<file path="src/rtl/fetch_pkg.sv">
package fetch_pkg;
  typedef enum logic [1:0] {
    ST_IDLE,
    ST_ALE,
    ST_HOLD,
    ST_READ
  } bus_state_t;

  // Computed content of the on-chip program array.
  function automatic logic [7:0] onchip_byte(input logic [11:0] a);
    return a[7:0] ^ {4'hA, a[11:8]};
  endfunction
endpackage

</file>
<file path="src/rtl/fetch_decode.sv">
module fetch_decode #(
  parameter int ADDR_W    = 16,
  parameter int ONCHIP_AW = 12
) (
  input  logic [ADDR_W-1:0] addr,
  input  logic              strap_onchip,
  output logic              go_ext
);
  localparam int UPPER_W = ADDR_W - ONCHIP_AW;

  logic above_onchip;

  assign above_onchip = (addr[ADDR_W-1:ONCHIP_AW] != {UPPER_W{1'b0}});
  assign go_ext       = !strap_onchip || above_onchip;
endmodule

</file>
<file path="src/rtl/onchip_rom.sv">
module onchip_rom #(
  parameter int ONCHIP_AW = 12,
  parameter int DATA_W    = 8
) (
  input  logic                 clk,
  input  logic                 rst,
  input  logic                 rd_en,
  input  logic [ONCHIP_AW-1:0] addr,
  output logic [DATA_W-1:0]    q,
  output logic                 q_valid
);
  import fetch_pkg::*;

  always_ff @(posedge clk) begin
    if (rst) begin
      q       <= '0;
      q_valid <= 1'b0;
    end else begin
      q_valid <= rd_en;
      if (rd_en) q <= DATA_W'(onchip_byte(12'(addr)));
    end
  end
endmodule

</file>
<file path="src/rtl/ext_bus_seq.sv">
module ext_bus_seq #(
  parameter int ADDR_W     = 16,
  parameter int DATA_W     = 8,
  parameter int READ_CYCLES = 2
) (
  input  logic              clk,
  input  logic              rst,
  input  logic              start,
  input  logic [ADDR_W-1:0] addr,
  input  logic [DATA_W-1:0] ad_in,
  output logic [DATA_W-1:0] ad_out,
  output logic              ad_oe,
  output logic [ADDR_W-DATA_W-1:0] hi_addr,
  output logic              addr_latch,
  output logic              rd_strobe_n,
  output logic              idle,
  output logic [DATA_W-1:0] q,
  output logic              q_valid
);
  import fetch_pkg::*;

  localparam int CNT_W = (READ_CYCLES > 1) ? $clog2(READ_CYCLES) : 1;
  localparam logic [CNT_W-1:0] CNT_LAST = CNT_W'(READ_CYCLES - 1);

  bus_state_t       state;
  logic [CNT_W-1:0] cnt;

  assign idle = (state == ST_IDLE);

  always_ff @(posedge clk) begin
    if (rst) begin
      state       <= ST_IDLE;
      cnt         <= '0;
      ad_out      <= '0;
      ad_oe       <= 1'b0;
      hi_addr     <= '0;
      addr_latch  <= 1'b0;
      rd_strobe_n <= 1'b1;
      q           <= '0;
      q_valid     <= 1'b0;
    end else begin
      q_valid <= 1'b0;
      unique case (state)
        ST_IDLE: if (start) begin
          state      <= ST_ALE;
          ad_out     <= addr[DATA_W-1:0];
          ad_oe      <= 1'b1;
          hi_addr    <= addr[ADDR_W-1:DATA_W];
          addr_latch <= 1'b1;
        end
        ST_ALE: begin
          state      <= ST_HOLD;
          addr_latch <= 1'b0;
        end
        ST_HOLD: begin
          state       <= ST_READ;
          ad_oe       <= 1'b0;
          rd_strobe_n <= 1'b0;
          cnt         <= CNT_LAST;
        end
        ST_READ: begin
          if (cnt == '0) begin
            state       <= ST_IDLE;
            rd_strobe_n <= 1'b1;
            q           <= ad_in;
            q_valid     <= 1'b1;
          end else begin
            cnt <= cnt - 1'b1;
          end
        end
        default: state <= ST_IDLE;
      endcase
    end
  end

  assert_ale_no_strobe_R4: assert property (@(posedge clk) disable iff (rst)
    addr_latch |-> (rd_strobe_n && ad_oe));

  assert_port_released_R5: assert property (@(posedge clk) disable iff (rst)
    !rd_strobe_n |-> !ad_oe);

  assert_hi_steady_R6: assert property (@(posedge clk) disable iff (rst)
    (!rd_strobe_n && $past(!rd_strobe_n)) |-> $stable(hi_addr));

  assert_capture_on_rise_R7: assert property (@(posedge clk) disable iff (rst)
    q_valid |-> (rd_strobe_n && $past(!rd_strobe_n)));

  assert_busy_locked_R9: assert property (@(posedge clk) disable iff (rst)
    (!idle && $past(!idle)) |-> ($stable(hi_addr) && $stable(ad_out)));
endmodule

</file>
<file path="src/rtl/prog_fetch_if.sv">
module prog_fetch_if #(
  parameter int ADDR_W      = 16,
  parameter int DATA_W      = 8,
  parameter int ONCHIP_AW   = 12,
  parameter int READ_CYCLES = 2
) (
  input  logic              clk,
  input  logic              rst,
  input  logic              fetch_req,
  input  logic [ADDR_W-1:0] fetch_addr,
  input  logic              strap_onchip,
  output logic [DATA_W-1:0] fetch_data,
  output logic              fetch_valid,
  input  logic [DATA_W-1:0] ad_in,
  output logic [DATA_W-1:0] ad_out,
  output logic              ad_oe,
  output logic [ADDR_W-DATA_W-1:0] hi_addr,
  output logic              addr_latch,
  output logic              rd_strobe_n
);
  logic              go_ext, seq_idle, accept;
  logic [DATA_W-1:0] rom_q, ext_q;
  logic              rom_v, ext_v;

  fetch_decode #(.ADDR_W(ADDR_W), .ONCHIP_AW(ONCHIP_AW)) u_dec (
    .addr(fetch_addr), .strap_onchip(strap_onchip), .go_ext(go_ext)
  );

  assign accept = fetch_req && seq_idle;

  onchip_rom #(.ONCHIP_AW(ONCHIP_AW), .DATA_W(DATA_W)) u_rom (
    .clk(clk), .rst(rst), .rd_en(accept && !go_ext),
    .addr(fetch_addr[ONCHIP_AW-1:0]), .q(rom_q), .q_valid(rom_v)
  );

  ext_bus_seq #(.ADDR_W(ADDR_W), .DATA_W(DATA_W), .READ_CYCLES(READ_CYCLES)) u_seq (
    .clk(clk), .rst(rst), .start(accept && go_ext), .addr(fetch_addr),
    .ad_in(ad_in), .ad_out(ad_out), .ad_oe(ad_oe), .hi_addr(hi_addr),
    .addr_latch(addr_latch), .rd_strobe_n(rd_strobe_n), .idle(seq_idle),
    .q(ext_q), .q_valid(ext_v)
  );

  assign fetch_data  = rom_v ? rom_q : ext_q;
  assign fetch_valid = rom_v || ext_v;

  assert_onchip_quiet_R8: assert property (@(posedge clk) disable iff (rst)
    rom_v |-> (rd_strobe_n && !addr_latch && $stable(hi_addr) && $stable(ad_oe)));

  assert_single_source_R3: assert property (@(posedge clk) disable iff (rst)
    !(rom_v && ext_v));
endmodule

</file>
<file path="config.mk">
export PLATFORM = sky130hd
export DESIGN_NAME = prog_fetch_if
export DESIGN_NICKNAME = d
export VERILOG_FILES = /design/src/rtl/fetch_pkg.sv /design/src/rtl/fetch_decode.sv /design/src/rtl/onchip_rom.sv /design/src/rtl/ext_bus_seq.sv /design/src/rtl/prog_fetch_if.sv
export SDC_FILE = /design/constraint.sdc
export NUM_CORES = 1
export LEC_CHECK = 0
export BUFFER_PORTS_ARGS = -buffer_cell sky130_fd_sc_hd__buf_2
export CORE_MARGIN = 10
export CORE_UTILIZATION = 51
export CTS_BUF_LIST = sky130_fd_sc_hd__clkbuf_16
export CTS_CLUSTER_DIAMETER = 80
export CTS_CLUSTER_SIZE = 30
export DETAILED_ROUTE_END_ITERATION = 10
export GPL_TIMING_DRIVEN = 0
export PLACE_DENSITY = 0.79
export SLEW_MARGIN = 5
export SYNTH_ARGS = -nofsm -noshare
export SYNTH_HDL_FRONTEND = slang
export SYNTH_SLANG_ARGS = --single-unit
</file>
<file path="constraint.sdc">
create_clock -name clk -period 1.8 [get_ports clk]
set_input_delay 0.27 -clock clk [delete_from_list [all_inputs] [get_ports clk]]
set_output_delay 0.27 -clock clk [all_outputs]
set_load 0.01 [all_outputs]
</file>
==> results of run 1 <==
==> metal layers <==
metal | part of all wire (%) | track usage (%) | routed length (um) | up-vias
met2 | 47 | 23.09 | 2111 | 51
li1 | - | - | - | 805
met5 | 0 | 0 | 0 | -
met3 | 8.8 | 5.408 | 398 | 5
met1 | 43 | 15.70 | 1931 | 715
met4 | 1.6 | 5.709 | 71 | 0
==> kinds of logic after synthesis <==
group	after synthesis	share of synthesized area (%)
XOR/XNOR	4	1.852
buffers and inverters	20	4.431
AND/OR/NAND/NOR	74	22.82
adder cells (fa/ha/maj)	5	3.307
flip-flops	40	42.33
multiplexers	24	13.23
AO/OA/AOI/OAI	33	12.04
==> worst register-to-register path, stage by stage (launching register included) <==
cell and delay [ns]:
sky130_fd_sc_hd__dfxtp_1 0.34, sky130_fd_sc_hd__inv_1 0.14, sky130_fd_sc_hd__ha_1 0.21, sky130_fd_sc_hd__nand2_1 0.18
sky130_fd_sc_hd__a21oi_4 0.24, sky130_fd_sc_hd__buf_6 0.19, sky130_fd_sc_hd__mux2i_1 0.20
==> cell usage in the layout (no fill, tap or decap), types with 3 or more instances in the layout <==
master                      synthesis  final
sky130_fd_sc_hd__buf_4              0      3
sky130_fd_sc_hd__a211oi_1           6      6
sky130_fd_sc_hd__mux2i_1           16     16
sky130_fd_sc_hd__nor2b_1            3      3
sky130_fd_sc_hd__a21oi_1            9      9
sky130_fd_sc_hd__nand2_1           17     17
sky130_fd_sc_hd__clkbuf_1          10      8
sky130_fd_sc_hd__inv_1              7      7
sky130_fd_sc_hd__ha_1               5      5
sky130_fd_sc_hd__dfxtp_1           40     40
sky130_fd_sc_hd__xnor2_1            4      4
sky130_fd_sc_hd__nand2b_1          36     36
sky130_fd_sc_hd__buf_2              1     55
sky130_fd_sc_hd__nor2_1             5      5
sky130_fd_sc_hd__mux2_2             8      8
sky130_fd_sc_hd__a31oi_1            6      6
sky130_fd_sc_hd__clkbuf_16          0      5
==> cell type report <==
cell class / count / area, sq um / area share, %
well taps: 48 / 60.06 / 2.497
clock inverters: 3 / 37.54 / 1.561
multi-input cells: 140 / 1007 / 41.88
plain buffers: 12 / 55.05 / 2.289
flip-flops and latches: 40 / 800.8 / 33.30
clock buffers: 5 / 125.1 / 5.203
repair buffers: 57 / 292.8 / 12.17
inverters: 7 / 26.28 / 1.093
==> worst paths after layout <==
path | start | to | slack, ns | depth (start not counted)
min | fetch_addr[5] | u_rom.q[5]$_SDFFE_PP0P_ | 0.20 | 2
max reg2reg | u_seq.state[0]$_SDFFE_PP0P_ | u_seq.ad_out[3]$_SDFFE_PP0P_ | 0.23 | 6
min reg2reg | u_seq.q[7]$_SDFFE_PP0P_ | u_seq.q[7]$_SDFFE_PP0P_ | 0.45 | 2
max | u_rom.q_valid$_SDFF_PP0_ | fetch_data[7] | 0.18 | 2
==> state kept, by name, summed over array words and instances, names as in the netlist <==
| register | flops |
|---|---|
| u_rom.q_valid | 1 |
| u_seq.q | 8 |
| u_seq.addr_latch | 1 |
| u_seq.rd_strobe_n | 1 |
| u_seq.state | 2 |
| u_seq.cnt | 1 |
| u_seq.ad_oe | 1 |
| u_seq.hi_addr | 8 |
| u_rom.q | 8 |
| u_seq.ad_out | 8 |
| u_seq.q_valid | 1 |
==> power groups by stage <==
| stage | Sequential, W | Combinational [W] | Clock, W |
|---|---|---|---|
| finish | 0.00113 | 0.000884 | 0.000972 |
| global route | 0.00116 | 0.000976 | 0.00102 |
| CTS | 0.00113 | 0.000857 | 0.000986 |
| detailed placement | 0.00114 | 0.000849 | 0 |
| global placement | 0.00114 | 0.000836 | 0 |
| floorplan | 0.00118 | 0.000528 | 0 |
==> what timing repair did <==
action / in CTS / in global routing
setup endpoints to repair: 0 / 14
hold endpoints to repair: 0 / 0
setup buffers: 0 / 3
resized for setup: 0 / 2
==> through the flow <==
| step | util (%) | hold slack (ns) | cells | setup WS [ns] |
|---|---|---|---|---|
| after CTS | 65.63 | 0.1993 | 310 | 0.004471 |
| after floorplan | - | 0.3670 | 200 | 0.3787 |
| after global routing | 66.18 | 0.2116 | 312 | 0.08625 |
| final | 66.18 | 0.2034 | 312 | 0.1832 |
| after detailed placement | 61.16 | 0.4474 | 302 | 0.1536 |
| after global placement | 61.16 | 0.4398 | 302 | 0.1761 |
==> results by stage, run 1 <==
Run status:
- The flow ran to the end, and the final reports show no timing, DRC or antenna violations.

Cells and area:
- The layout net count is 296.
- Counting the fill cells in the layout gives 311.
- The synthesis-to-finish area growth is 27.12%.
- The post-layout instance area is 0.002405 sq mm.
- Of the cells placed in the final design, the portion with a size suffix greater than 1 is approximately 30%.
- 0 antenna diodes ended up in the layout.

Placed design:
- The total placed instance area is approximately 0.0022 sq mm.
- The HPWL after detailed placement is 3355 um.
- Input and output buffers added on the ports amount to 54.
- The placer congestion estimate is approximately 0.76.

Setup path:
- Among all stages on the critical path, the largest delay is contributed by sky130_fd_sc_hd__dfxtp_1.
- The family of cells with the greatest summed delay on the critical path is flip-flops.
- STA puts the critical path data arrival time at 1.35 ns.
- The type of destination of the critical path is a primary output.
- The critical path is of the flip-flop to primary output type.
- The element type at the critical path start is a flip-flop.
- The signal on the critical path passes through mux2_2 > buf_2.
- The maximum fanout encountered on the critical timing path is 9.
- For the worst setup path, the data required time is ~1.5 ns.
- The largest single stage delay on the critical path is 0.54 ns.
- Counting both buffers and inverters, the worst setup path holds a total of 1.

STA:
- The transition time of the tightest slew-check pin is 0.4850 ns.
- The max-slew violation count is 0.
- The final critical-path share of the clock period is between 80% and 90%.
- Across the routed clock network, the largest skew measured is roughly 0.0027 ns.
- Static timing analysis puts the maximum clock frequency at slightly above 600 MHz.
- The count of endpoints failing hold in the final timing report was 0.
- Setup violations remaining at the end of the flow were counted as 0.
- Summed over all failing endpoints, the final setup total negative slack is 0 ns.
- The routed design could run at a clock period as short as about 1.6 ns.
- The relative slew slack is 67.56%.
- Setup repair after global routing left no endpoint under its margin.

Pwr:
- Of the total power, registers draw 37.9%.
- The total power is 0.002988 W.
- The power density over the cells is 1243 mW/mm^2.
- The internal portion of the total power is 0.002091 W.
- The fraction of power spent switching nets is a little under a third.
- The power share of the clock group is 32.5%.
- VDD sags by at most 0.7256 mV.
- The reported leakage power is 1.055 nW.
- The combinational share of power is roughly 30%.
- The net load switching power is approximately 0.00090 W.

Min path:
- The classification of the worst-slack hold path is primary input to flip-flop.

Floorplanning:
- The total die area is 0.006546 sq mm.
- The effective utilization at floorplan is 52.07%.
- The die outline height is 80.91 um.
- The floorplan has 22 rows.
- The I/O pin total is 56.
- Measured along the x axis, the die boundary spans 80.91 um.
- After floorplanning, the core was sized to cover 0.003633 sq mm.

Detailed routing:
- After detailed routing, the total wire length is 4513 um.
- The number of vias in the routed layout is 1576.
- For this run, design rule violations remaining after detail routing come to 0.
- The routed wire length per instance is 14.46 um.
- The number of DRC markers after the initial detailed-route iteration is 100.
- The first TritonRoute pass finished after 4 iterations.
- The remaining antenna violation count is 0.
- The post-detailed-route via-to-cell ratio is 5.051.

Global routing:
- Entering global routing, the biggest net connects 13 pins.
- The number of antenna violations at the first check in global routing is 0.
- After global routing the overflow that remains totals 0.
- The number of global-route vias before repair is around 1600.
- The first global-routing pass estimated 7293 um of wire.
- The overall fraction of global-route tracks in use is 13.92%.

Clocking:
- The sink count of the clock tree is 40.
- After clock tree synthesis, the flow added hold-fix buffers numbering 0.
- The cell sitting at the root of the clock tree is a sky130_fd_sc_hd__clkbuf_16.
- Counting along the longest clock path gives a buffer depth of 2.
- At the later pin of the worst-skew pair, clock insertion delay measures between 0.2 and 0.3 ns.
- The clock-pin slew of the registers on the worst-case setup and hold paths is 0.06 ns.
- The number of buffers added by the clock tree synthesis step is 5.
- TritonCTS built the clock tree.
- The H-tree depth is 2.

Flow run:
- The number of maximum-capacitance violations is 0.

Synth:
- Counting flops and latches in the post-synthesis netlist gives 40.
- Among all cell types in the netlist, the one instantiated most often is sky130_fd_sc_hd__dfxtp_1.
- The synthesized netlist net count is 233.
- Ranked by total cell area, the synthesized netlist is headed by sky130_fd_sc_hd__dfxtp_1 (42%), sky130_fd_sc_hd__nand2b_1 (12%), sky130_fd_sc_hd__mux2i_1 (8.5%).
- The register area share after synthesis is 42.33%.
- After synthesis, the largest area contributor takes up 42.33% of total cell area.
- After synthesis the cells add up to approximately 0.0019 sq mm.
- During synthesis, Yosys emitted a total of 0 warnings.
- The most used flip-flop cell after synthesis is sky130_fd_sc_hd__dfxtp_1.
- The count of flip-flops with a built-in enable after synthesis is 0.
- After synthesis, the most frequently instantiated cells are sky130_fd_sc_hd__dfxtp_1 (40), sky130_fd_sc_hd__nand2b_1 (36), sky130_fd_sc_hd__nand2_1 (17).
- Synthesis instantiated 34 different standard cells from the library.
- Of all flip-flops after synthesis, the portion carrying an async set or reset was 0%.
- Dividing the synthesized area by the synthesized cell count gives 9.459 sq um.
- The cell count after synthesis came out at 200.
- Summed over all instances, the cell type with the most area after synthesis is sky130_fd_sc_hd__dfxtp_1.
(Power assumes the default switching activity.)
==> run 2: changes to the inputs <==
CORE_MARGIN = 1.5   (was 10)
CORE_UTILIZATION = 53   (was 51)
CTS_BUF_LIST = sky130_fd_sc_hd__clkbuf_8   (was sky130_fd_sc_hd__clkbuf_16)
PLACE_DENSITY = 0.82   (was 0.79)
==> run 2 against run 1 <==
First-iteration DRC count decreased by 41%. Die area decreased by 40%. Setup slack got worse by 0.033 ns. Worst hold slack got worse by 0.037 ns. Global-route usage increased by 7.4 points. Critical path depth unchanged. Via count decreased by 0.25%. Cell count decreased by 1.3%. Clock power decreased by 21%. Clock skew increased by 0.0058 ns. Critical path type unchanged. Critical endpoint is now fetch_data[5]. Largest cell class unchanged.
==> results by stage, run 2 (synthesis gave the netlist of run 1 again) <==
Run status:
- The run finished with clean final reports.

Cells and area:
- The fraction of final layout cells with drive strength greater than 1 came to 30.53% (+0.23 points).
- The final cell count without fillers is 308 (-1.3%).
- The leading cell type in the layout, fill and taps excluded is sky130_fd_sc_hd__buf_2.
- In the layout the commonest cells are sky130_fd_sc_hd__buf_2 (55), sky130_fd_sc_hd__dfxtp_1 (40), sky130_fd_sc_hd__nand2b_1 (36), sky130_fd_sc_hd__nand2_1 (17), sky130_fd_sc_hd__mux2i_1 (16).
- The final-layout fill cell count is 281 (-9.6%).
- Relative to the synthesized area, the layout overhead comes to 24.01%.
- The number of diodes added for antenna fixing was 0 (unchanged).
- The layout net count is 294 (-0.68%).

Clocking:
- The clock tree buffer depth is 2 (unchanged).
- The clock network latency to the later pin of the worst-skew pair is 0.30 ns (+0.02 ns).
- The clock-pin slew of the registers on the worst-case setup and hold paths is 0.08 ns (+0.02 ns).
- The H-tree depth is 2 (unchanged).
- The number of buffers added by the clock tree synthesis step is 5 (unchanged).
- The sink count of the clock tree is 40 (unchanged).
- The clock tree root buffer cell is sky130_fd_sc_hd__clkbuf_8.
- The number of hold buffers added after CTS was 0 (unchanged).
- The CTS tree is yes.

Detailed routing:
- The post-detailed-route via-to-cell ratio was 5.104 (+1.0%).
- The detailed-routing wirelength on met1 was 1763 um (-8.7%).
- The routed length on met3 is 240 um (-40%).
- The length of routed met2 wiring is 1838 um (-13%).
- The routed wire length per instance is 12.68 um (-12%).
- The overall routed net length is 3904 um (-13%).
- The number of DRC markers after the initial detailed-route iteration was 59 (-41%).
- The number of remaining DRC errors was 0 (unchanged).
- The remaining antenna violation count is 0 (unchanged).
- The count of TritonRoute iterations in the first routing pass is 4 (unchanged).
- The highest metal layer with signal wires is met4.
- The number of vias in the routed layout was 1572 (-0.25%).

Pwr:
- The worst IR drop on VDD is 0.9631 mV (+33%).
- The power density over the cells is 1168 mW/mm^2 (-6.0%).
- The power share of the clock group is 27.9% (-4.6 points).
- The combinational share of power is 30.9% (+1.3 points).
- The net load switching power is 0.0008597 W (-4.2%).
- The reported leakage power is 1.027 nW (-2.6%).
- The total power is 0.002739 W (-8.3%).
- The share of power burned in registers is 41.2% (+3.3 points).
- The fraction of power spent switching nets is 31.38% (+1.4 points).
- The internal power contribution is 0.001880 W (-10%).

Setup path:
- The reg-to-reg endpoint is u_seq.state[1]$_SDFFE_PP0P_.
- The data required time of the critical path is 1.53 ns (about the same).
- The worst-case reg-to-reg path depth is 5 (-1).
- The maximum fanout encountered on the critical timing path is 9 (unchanged).
- Broken down by cell family, the worst path's largest delay share belongs to flip-flops.
- The register-to-register path setup slack is 0.27 ns (+0.04 ns).
- The count of buffer and inverter cells on the critical path was 1 (unchanged).
- The worst setup path is of the flip-flop to primary output kind.
- Among all stages on the critical path, the largest delay is contributed by sky130_fd_sc_hd__dfxtp_1.
- The worst setup path is captured at a primary output.
- The origin of the critical flop-to-flop path is u_seq.state[0]$_SDFFE_PP0P_.
- The worst setup path is launched from a flip-flop.
- The largest stage delay on the critical path is 0.55 ns (about the same).
- The critical path goes through mux2_2 > buf_2.
- The signal arrival time at the worst endpoint came to 1.38 ns (+0.03 ns).

Floorplanning:
- The effective utilization at floorplan is 55.81% (+3.7 points).
- The die outline height is 62.75 um (-22%).
- The horizontal extent of the die came to 62.75 um (-22%).
- The number of placement rows is 21 (-4.5%).
- The standard cell core area is 0.003390 sq mm (-6.7%).
- The total die area is 0.003937 sq mm (-40%).
- The I/O pin total came to 56 (unchanged).

Placed design:
- The placer congestion estimate came to 0.7719 (+1.3%).
- The total half-perimeter wirelength after legalization and detailed placement is 2846 um (-15%).
- The number of I/O port buffers came to 54 (unchanged).
- The number of placed instances with taps included was 300 (-0.66%).

Global routing:
- The global-route congestion overflow total came to 0 (unchanged).
- The maximum number of pins on one net before global-route repair is 14 (+1).
- The overall fraction of global-route tracks in use is 21.35% (+7.4 points).
- The number of antenna violations at the first check in global routing is 0 (unchanged).
- The global-route wire length before repair is 6596 um (-9.6%).
- The number of global-route vias before repair came to 1485 (-5.9%).

Min path:
- For hold timing, the worst endpoint is u_rom.q[7]$_SDFFE_PP0P_.
- The cell count of the worst hold path is 2 (unchanged).
- The hold path startpoint is fetch_addr[7].
- The tightest min-delay check is of the primary input to flip-flop type.

Flow run:
- The number of maximum-capacitance violations is 0 (unchanged).

STA:
- The final worst clock skew was 0.008539 ns (+0.005797 ns).
- The final number of setup-violating endpoints came to 0 (unchanged).
- The relative slew slack is 67.31% (-0.25 points).
- Setup repair after global routing left no endpoint under its margin.
- The count of endpoints failing hold in the final timing report is 0 (unchanged).
- The max-slew violation count is 0 (unchanged).
- The shortest clock period the worst path allows after layout is 1.649 ns (+0.03251 ns).
- The peak clock frequency supported by timing is 606.3 MHz (-2.0%).
- The setup total negative slack is 0 ns (unchanged).
- The final critical-path share of the clock period is 91.63% (+1.8 points).
- The transition time of the tightest slew-check pin was 0.4887 ns (+0.003710 ns).
## run 2: cell count changes in the layout (fill, tap and decap cells not counted), sizes merged
cell | previous run | this run
buf | 60 | 58
clkbuf | 14 | 15
clkinv | 2 | 1
## run 2: power groups by stage
| stage | Clock, W | Combinational (W) | Sequential (W) |
|---|---|---|---|
| 2_1_floorplan | 0 | 0.000528 | 0.00118 |
| 3_3_place_gp | 0 | 0.000817 | 0.00114 |
| 3_5_place_dp | 0 | 0.000837 | 0.00115 |
| 4_1_cts | 0.000773 | 0.000840 | 0.00113 |
| 5_1_grt | 0.000822 | 0.000944 | 0.00115 |
| 6_report | 0.000765 | 0.000845 | 0.00113 |
## run 2: worst max path at each step
stage	startpoint	to	slack [ns]	cells past startpoint
3_5_place_dp	u_seq.state[0]$_SDFFE_PP0P_	u_seq.ad_out[6]$_SDFFE_PP0P_	0.15	6
3_3_place_gp	u_seq.state[0]$_SDFFE_PP0P_	u_seq.ad_out[6]$_SDFFE_PP0P_	0.19	6
2_1_floorplan	u_seq.state[0]$_SDFFE_PP0P_	u_seq.ad_out[2]$_SDFFE_PP0P_	0.38	6
5_1_grt	u_rom.q_valid$_SDFF_PP0_	fetch_data[0]	0.07	2
6_report	u_rom.q_valid$_SDFF_PP0_	fetch_data[5]	0.15	2
4_1_cts	u_rom.q_valid$_SDFF_PP0_	fetch_data[5]	0.02	3
## run 2: worst register-to-register path, cell delays in order, from the launching register on
cell and delay [ns]:
sky130_fd_sc_hd__dfxtp_1 0.40, sky130_fd_sc_hd__inv_1 0.11, sky130_fd_sc_hd__ha_1 0.24, sky130_fd_sc_hd__and3b_1 0.19
sky130_fd_sc_hd__a211o_2 0.36, sky130_fd_sc_hd__mux2i_1 0.13
## run 2: per-stage QoR
step	cell area (sq um)	worst slack (ns)	hold WS, ns	util (%)
2_1_floorplan	1892	0.3787	0.3670	-
3_3_place_gp	2220	0.1873	0.4397	65.49
3_5_place_dp	2220	0.1507	0.4474	65.49
4_1_cts	2341	0.01551	0.1649	69.07
5_1_grt	2346	0.06678	0.1594	69.21
6_report	2346	0.1507	0.1665	69.21
## run 2: layout make-up
type / instances / area (sq um) / area share (%)
Clock buffer: 6 / 82.58 / 3.520
Inverter: 7 / 26.28 / 1.120
Buffer: 12 / 55.05 / 2.347
Sequential cell: 40 / 800.8 / 34.13
Tap cell: 46 / 57.56 / 2.453
Clock inverter: 2 / 38.79 / 1.653
Multi-Input combinational cell: 140 / 1007 / 42.93
Timing Repair Buffer: 55 / 277.8 / 11.84
## run 2: routing by layer
metal / GRT usage, % / vias to the layer above
li1: - / 806
met4: 9.167 / 0
met5: 0 / -
met2: 34.41 / 49
met1: 27.41 / 710
met3: 4.865 / 7
## run 2: timing repair
item                       CTS  global route
gates resized for setup      0             2
hold endpoints to repair     0             0
buffers inserted             0             1
setup endpoints to repair    0            16
==> run 3: changes to the inputs <==
ABC_AREA = 1   (was default)
CORE_UTILIZATION = 51   (was 53)
SKIP_CTS_REPAIR_TIMING = 1   (was default)
==> run 3 against run 2 <==
Global-route usage barely moved. Clock power fell by 29%. Die area fell by 12%. Clock-buffer cell count fell by 1. Setup slack improved by 0.058 ns. Via count fell by 6.2%. First-iteration DRC count fell by 29%. Utilization fell by 2.8 points.
==> results by stage, run 3 <==
Placed design:
- The total half-perimeter wirelength after legalization and detailed placement is 2600 um (-8.7%).
- The number of I/O port buffers is 55 (+1.9%).
- The worst-case setup slack after placement is 0.2608 ns (+0.1101 ns).
- The placer congestion estimate was 0.7924 (+2.7%).
- The number of placed instances with taps included is 294 (-2.0%).

Global routing:
- The global-route congestion overflow total is 0 (unchanged).
- The overall fraction of global-route tracks in use is 21.33% (about the same).
- The global-route wire length before repair is 5520 um (-16%).
- The maximum number of pins on one net before global-route repair is 12 (-2).
- The number of antenna violations at the first check in global routing is 0 (unchanged).
- The number of global-route vias before repair is 1313 (-12%).

Floorplanning:
- The number of placement rows is 20 (-4.8%).
- The I/O pin total is 56 (unchanged).
- The effective utilization at floorplan is 53.21% (-2.6 points).
- The standard cell core area is 0.003003 sq mm (-11%).
- The die outline height is 58.97 um (-6.0%).
- The total die area is 0.003477 sq mm (-12%).
- The horizontal extent of the die is 58.97 um (-6.0%).

Setup path:
- The family of cells with the greatest summed delay on the critical path is flip-flops.
- The signal arrival time at the worst endpoint is 1.32 ns (-0.06 ns).
- The largest stage delay on the critical path is 0.47 ns (-0.08 ns).
- The signal on the critical path passes through clkbuf_2 > nand2_1 > o21ai_0 > buf_2.
- The critical path class is flip-flop to primary output.
- The count of buffer and inverter cells on the critical path came to 2 (+1).
- The slowest stage cell on the critical path is sky130_fd_sc_hd__dfxtp_1.
- The data required time of the critical path is 1.53 ns (about the same).
- The number of cells on the critical path is 4 (+2).
- The element type at the critical path start is a flip-flop.
- The worst-case reg-to-reg path depth is 10 (+5).
- The maximum fanout encountered on the critical timing path came to 10 (+1).
- The type of destination of the critical path is a primary output.

STA:
- The peak clock frequency supported by timing is 628.4 MHz (+3.6%).
- The final worst clock skew came to 0.002421 ns (-0.006118 ns).
- Setup repair after global routing left no endpoint under its margin.
- The setup total negative slack came to 0 ns (unchanged).
- The final critical-path share of the clock period is 88.41% (-3.2 points).
- The final number of setup-violating endpoints is 0 (unchanged).
- The relative slew slack is 76.02% (+8.7 points).
- The max-slew violation count is 0 (unchanged).
- The transition time of the tightest slew-check pin is 0.3593 ns (-0.1294 ns).
- The shortest clock period the worst path allows after layout came to 1.591 ns (-0.05803 ns).
- The post-route worst setup slack came to 0.2087 ns (+0.05803 ns).
- The count of endpoints failing hold in the final timing report is 0 (unchanged).

Synth:
- The number of synthesis warnings is 0 (unchanged).
- The largest area contributor in the synthesized netlist is sky130_fd_sc_hd__dfxtp_1.
- The combined area of all synthesized cells is 0.001598 sq mm (-16%).
- The commonest cells after synthesis are sky130_fd_sc_hd__nor2_1 (49), sky130_fd_sc_hd__o21ai_0 (41), sky130_fd_sc_hd__dfxtp_1 (40).
- The top cell type's share of synthesized area is 50.12% (+7.8 points).
- The synthesized instance count is 206 (+3.0%).
- The synthesized netlist net count is 239 (+2.6%).
- The register area share after synthesis is 50.12% (+7.8 points).
- The share of flip-flops with an asynchronous set or reset was 0% (unchanged).
- Sorting the synthesized cells by area gives the leading types as sky130_fd_sc_hd__dfxtp_1 (50%), sky130_fd_sc_hd__o21ai_0 (13%), sky130_fd_sc_hd__nor2_1 (12%).
- The average size of a mapped cell came to 7.756 sq um (-18%).
- The predominant post-synthesis flop cell is sky130_fd_sc_hd__dfxtp_1.
- The register bit total from synthesis came to 40 (unchanged).
- Yosys instantiated no cell more often than sky130_fd_sc_hd__nor2_1.
- The count of flip-flops with a built-in enable after synthesis is 0 (unchanged).
- The number of different library cells in the post-synthesis netlist is 20 (-41%).

Pwr:
- The power share of the clock group is 21.3% (-6.6 points).
- The share of power burned in registers is 44.7% (+3.5 points).
- The fraction of power spent switching nets is 34.88% (+3.5 points).
- The worst IR drop on VDD was 0.7303 mV (-24%).
- The net load switching power is 0.0008897 W (+3.5%).
- The power density over the cells was 1280 mW/mm^2 (+9.6%).
- The reported leakage power is 0.9486 nW (-7.6%).
- The internal power contribution is 0.001661 W (-12%).
- The combinational share of power is 34.0% (+3.1 points).

Cells and area:
- The layout net count is 301 (+2.4%).
- The top cell types in the final layout, fill and taps aside, are sky130_fd_sc_hd__buf_2 (57), sky130_fd_sc_hd__nor2_1 (49), sky130_fd_sc_hd__o21ai_0 (41), sky130_fd_sc_hd__dfxtp_1 (40), sky130_fd_sc_hd__nand2_1 (26).
- The final cell count without fillers came to 301 (-2.3%).
- The number of diodes added for antenna fixing is 0 (unchanged).
- The fraction of final layout cells with drive strength greater than 1 is 27.24% (-3.3 points).
- The leading cell type in the layout, fill and taps excluded is sky130_fd_sc_hd__buf_2.
- The synthesis-to-finish area growth is 24.75%.

Detailed routing:
- The overall routed net length came to 3498 um (-10%).
- The remaining antenna violation count is 0 (unchanged).
- The post-detailed-route via-to-cell ratio is 4.897 (-4.1%).
- The count of TritonRoute iterations in the first routing pass was 4 (unchanged).
- The number of vias in the routed layout is 1474 (-6.2%).
- The number of remaining DRC errors is 0 (unchanged).
- The number of DRC markers after the initial detailed-route iteration is 42 (-29%).
- The routed wire length per instance is 11.62 um (-8.3%).

Clocking:
- The clock network latency to the later pin of the worst-skew pair came to 0.29 ns (about the same).
- The number of buffers added by the clock tree synthesis step was 5 (unchanged).
- The sink count of the clock tree came to 40 (unchanged).
- The H-tree depth was 2 (unchanged).
- The cell sitting at the root of the clock tree is a sky130_fd_sc_hd__clkbuf_8.
- The clock-pin slew of the registers on the worst-case setup and hold paths came to 0.07 ns (about the same).
- The clock tree buffer depth is 2 (unchanged).
- TritonCTS built the clock tree.

Min path:
- The cell count of the worst hold path came to 2 (unchanged).
- The tightest min-delay check is of the primary input to flip-flop type.

Flow run:
- The number of maximum-capacitance violations came to 0 (unchanged).

Run status:
- The run finished with clean final reports.
-- run 3: changes by cell type after synthesis, sizes merged, moves of 4 or more --
cell / change
mux2i: -16
xnor2: -4
a31oi: -6
o21ai: +39
xor2: +4
inv: +9
nand2b: -36
mux2: -8
a211oi: -5
clkbuf: -8
nor2: +45
nand2: +11
-- run 3: path summary, 6_finish.rpt --
| check | startpoint | to | slack (ns) |
|---|---|---|---|
| max | u_rom.q_valid$_SDFF_PP0_ | fetch_data[6] | 0.21 |
| min | fetch_addr[7] | u_rom.q[7]$_SDFFE_PP0P_ | 0.17 |
| max reg2reg | u_seq.state[0]$_SDFFE_PP0P_ | u_seq.ad_out[1]$_SDFFE_PP0P_ | 0.25 |
| min reg2reg | u_seq.hi_addr[7]$_SDFFE_PP0P_ | u_seq.hi_addr[7]$_SDFFE_PP0P_ | 0.47 |
-- run 3: stage by stage --
stage          utilization [%]  instance area, sq um  power, W  hold WS (ns)
4_1_cts                  66.33                  1992  0.002560        0.1718
2_1_floorplan                -                  1598  0.001741        0.3391
3_3_place_gp             63.75                  1914  0.001996        0.4494
6_report                 66.38                  1993  0.002551        0.1719
5_1_grt                  66.38                  1993  0.002731        0.1678
3_5_place_dp             63.75                  1914  0.002027        0.4564
-- run 3: cell type report --
class                   count  area (sq um)
well taps                  33         41.29
repair buffers             55         275.3
clock buffers               5         68.82
fillers                   280          1010
plain buffers               7         48.80
clock inverters             2         8.758
flip-flops and latches     40         800.8
multi-input cells         142         679.4
inverters                  17         70.07
-- run 3: worst reg2reg max path: stages, from the launching register on --
cell,delay (ns)
sky130_fd_sc_hd__dfxtp_1,0.40
sky130_fd_sc_hd__inv_1,0.11
sky130_fd_sc_hd__ha_1,0.25
sky130_fd_sc_hd__nand2_2,0.09
sky130_fd_sc_hd__clkinv_2,0.07
sky130_fd_sc_hd__nand2_2,0.07
sky130_fd_sc_hd__buf_6,0.14
sky130_fd_sc_hd__inv_6,0.05
sky130_fd_sc_hd__buf_6,0.13
sky130_fd_sc_hd__nor2_1,0.09
sky130_fd_sc_hd__nor2_1,0.05
-- run 3: cell families after synthesis --
logic type / share of synthesized area (%)
compound gates: 15.98
xor+xnor: 2.192
fa+ha+maj: 3.915
buf+inv: 7.361
flops: 50.12
simple gates: 20.44
-- run 3: power by group through the flow --
stage / Combinational, W / Sequential (W) / Clock, W
after global placement: 0.000841 / 0.00115 / 0
after CTS: 0.000871 / 0.00114 / 0.000548
after floorplan: 0.000536 / 0.00120 / 0
final: 0.000867 / 0.00114 / 0.000544
after detailed placement: 0.000867 / 0.00116 / 0
after global routing: 0.000987 / 0.00116 / 0.000588
-- run 3: routing by layer --
| layer | up-vias | GRT usage, % | share of wire, % |
|---|---|---|---|
| li1 | 777 | - | - |
| met1 | 654 | 25.10 | 45 |
| met2 | 39 | 36.19 | 48 |
| met3 | 4 | 7.642 | 5.3 |
| met4 | 0 | 6.818 | 0.97 |
| met5 | - | 0 | 0 |
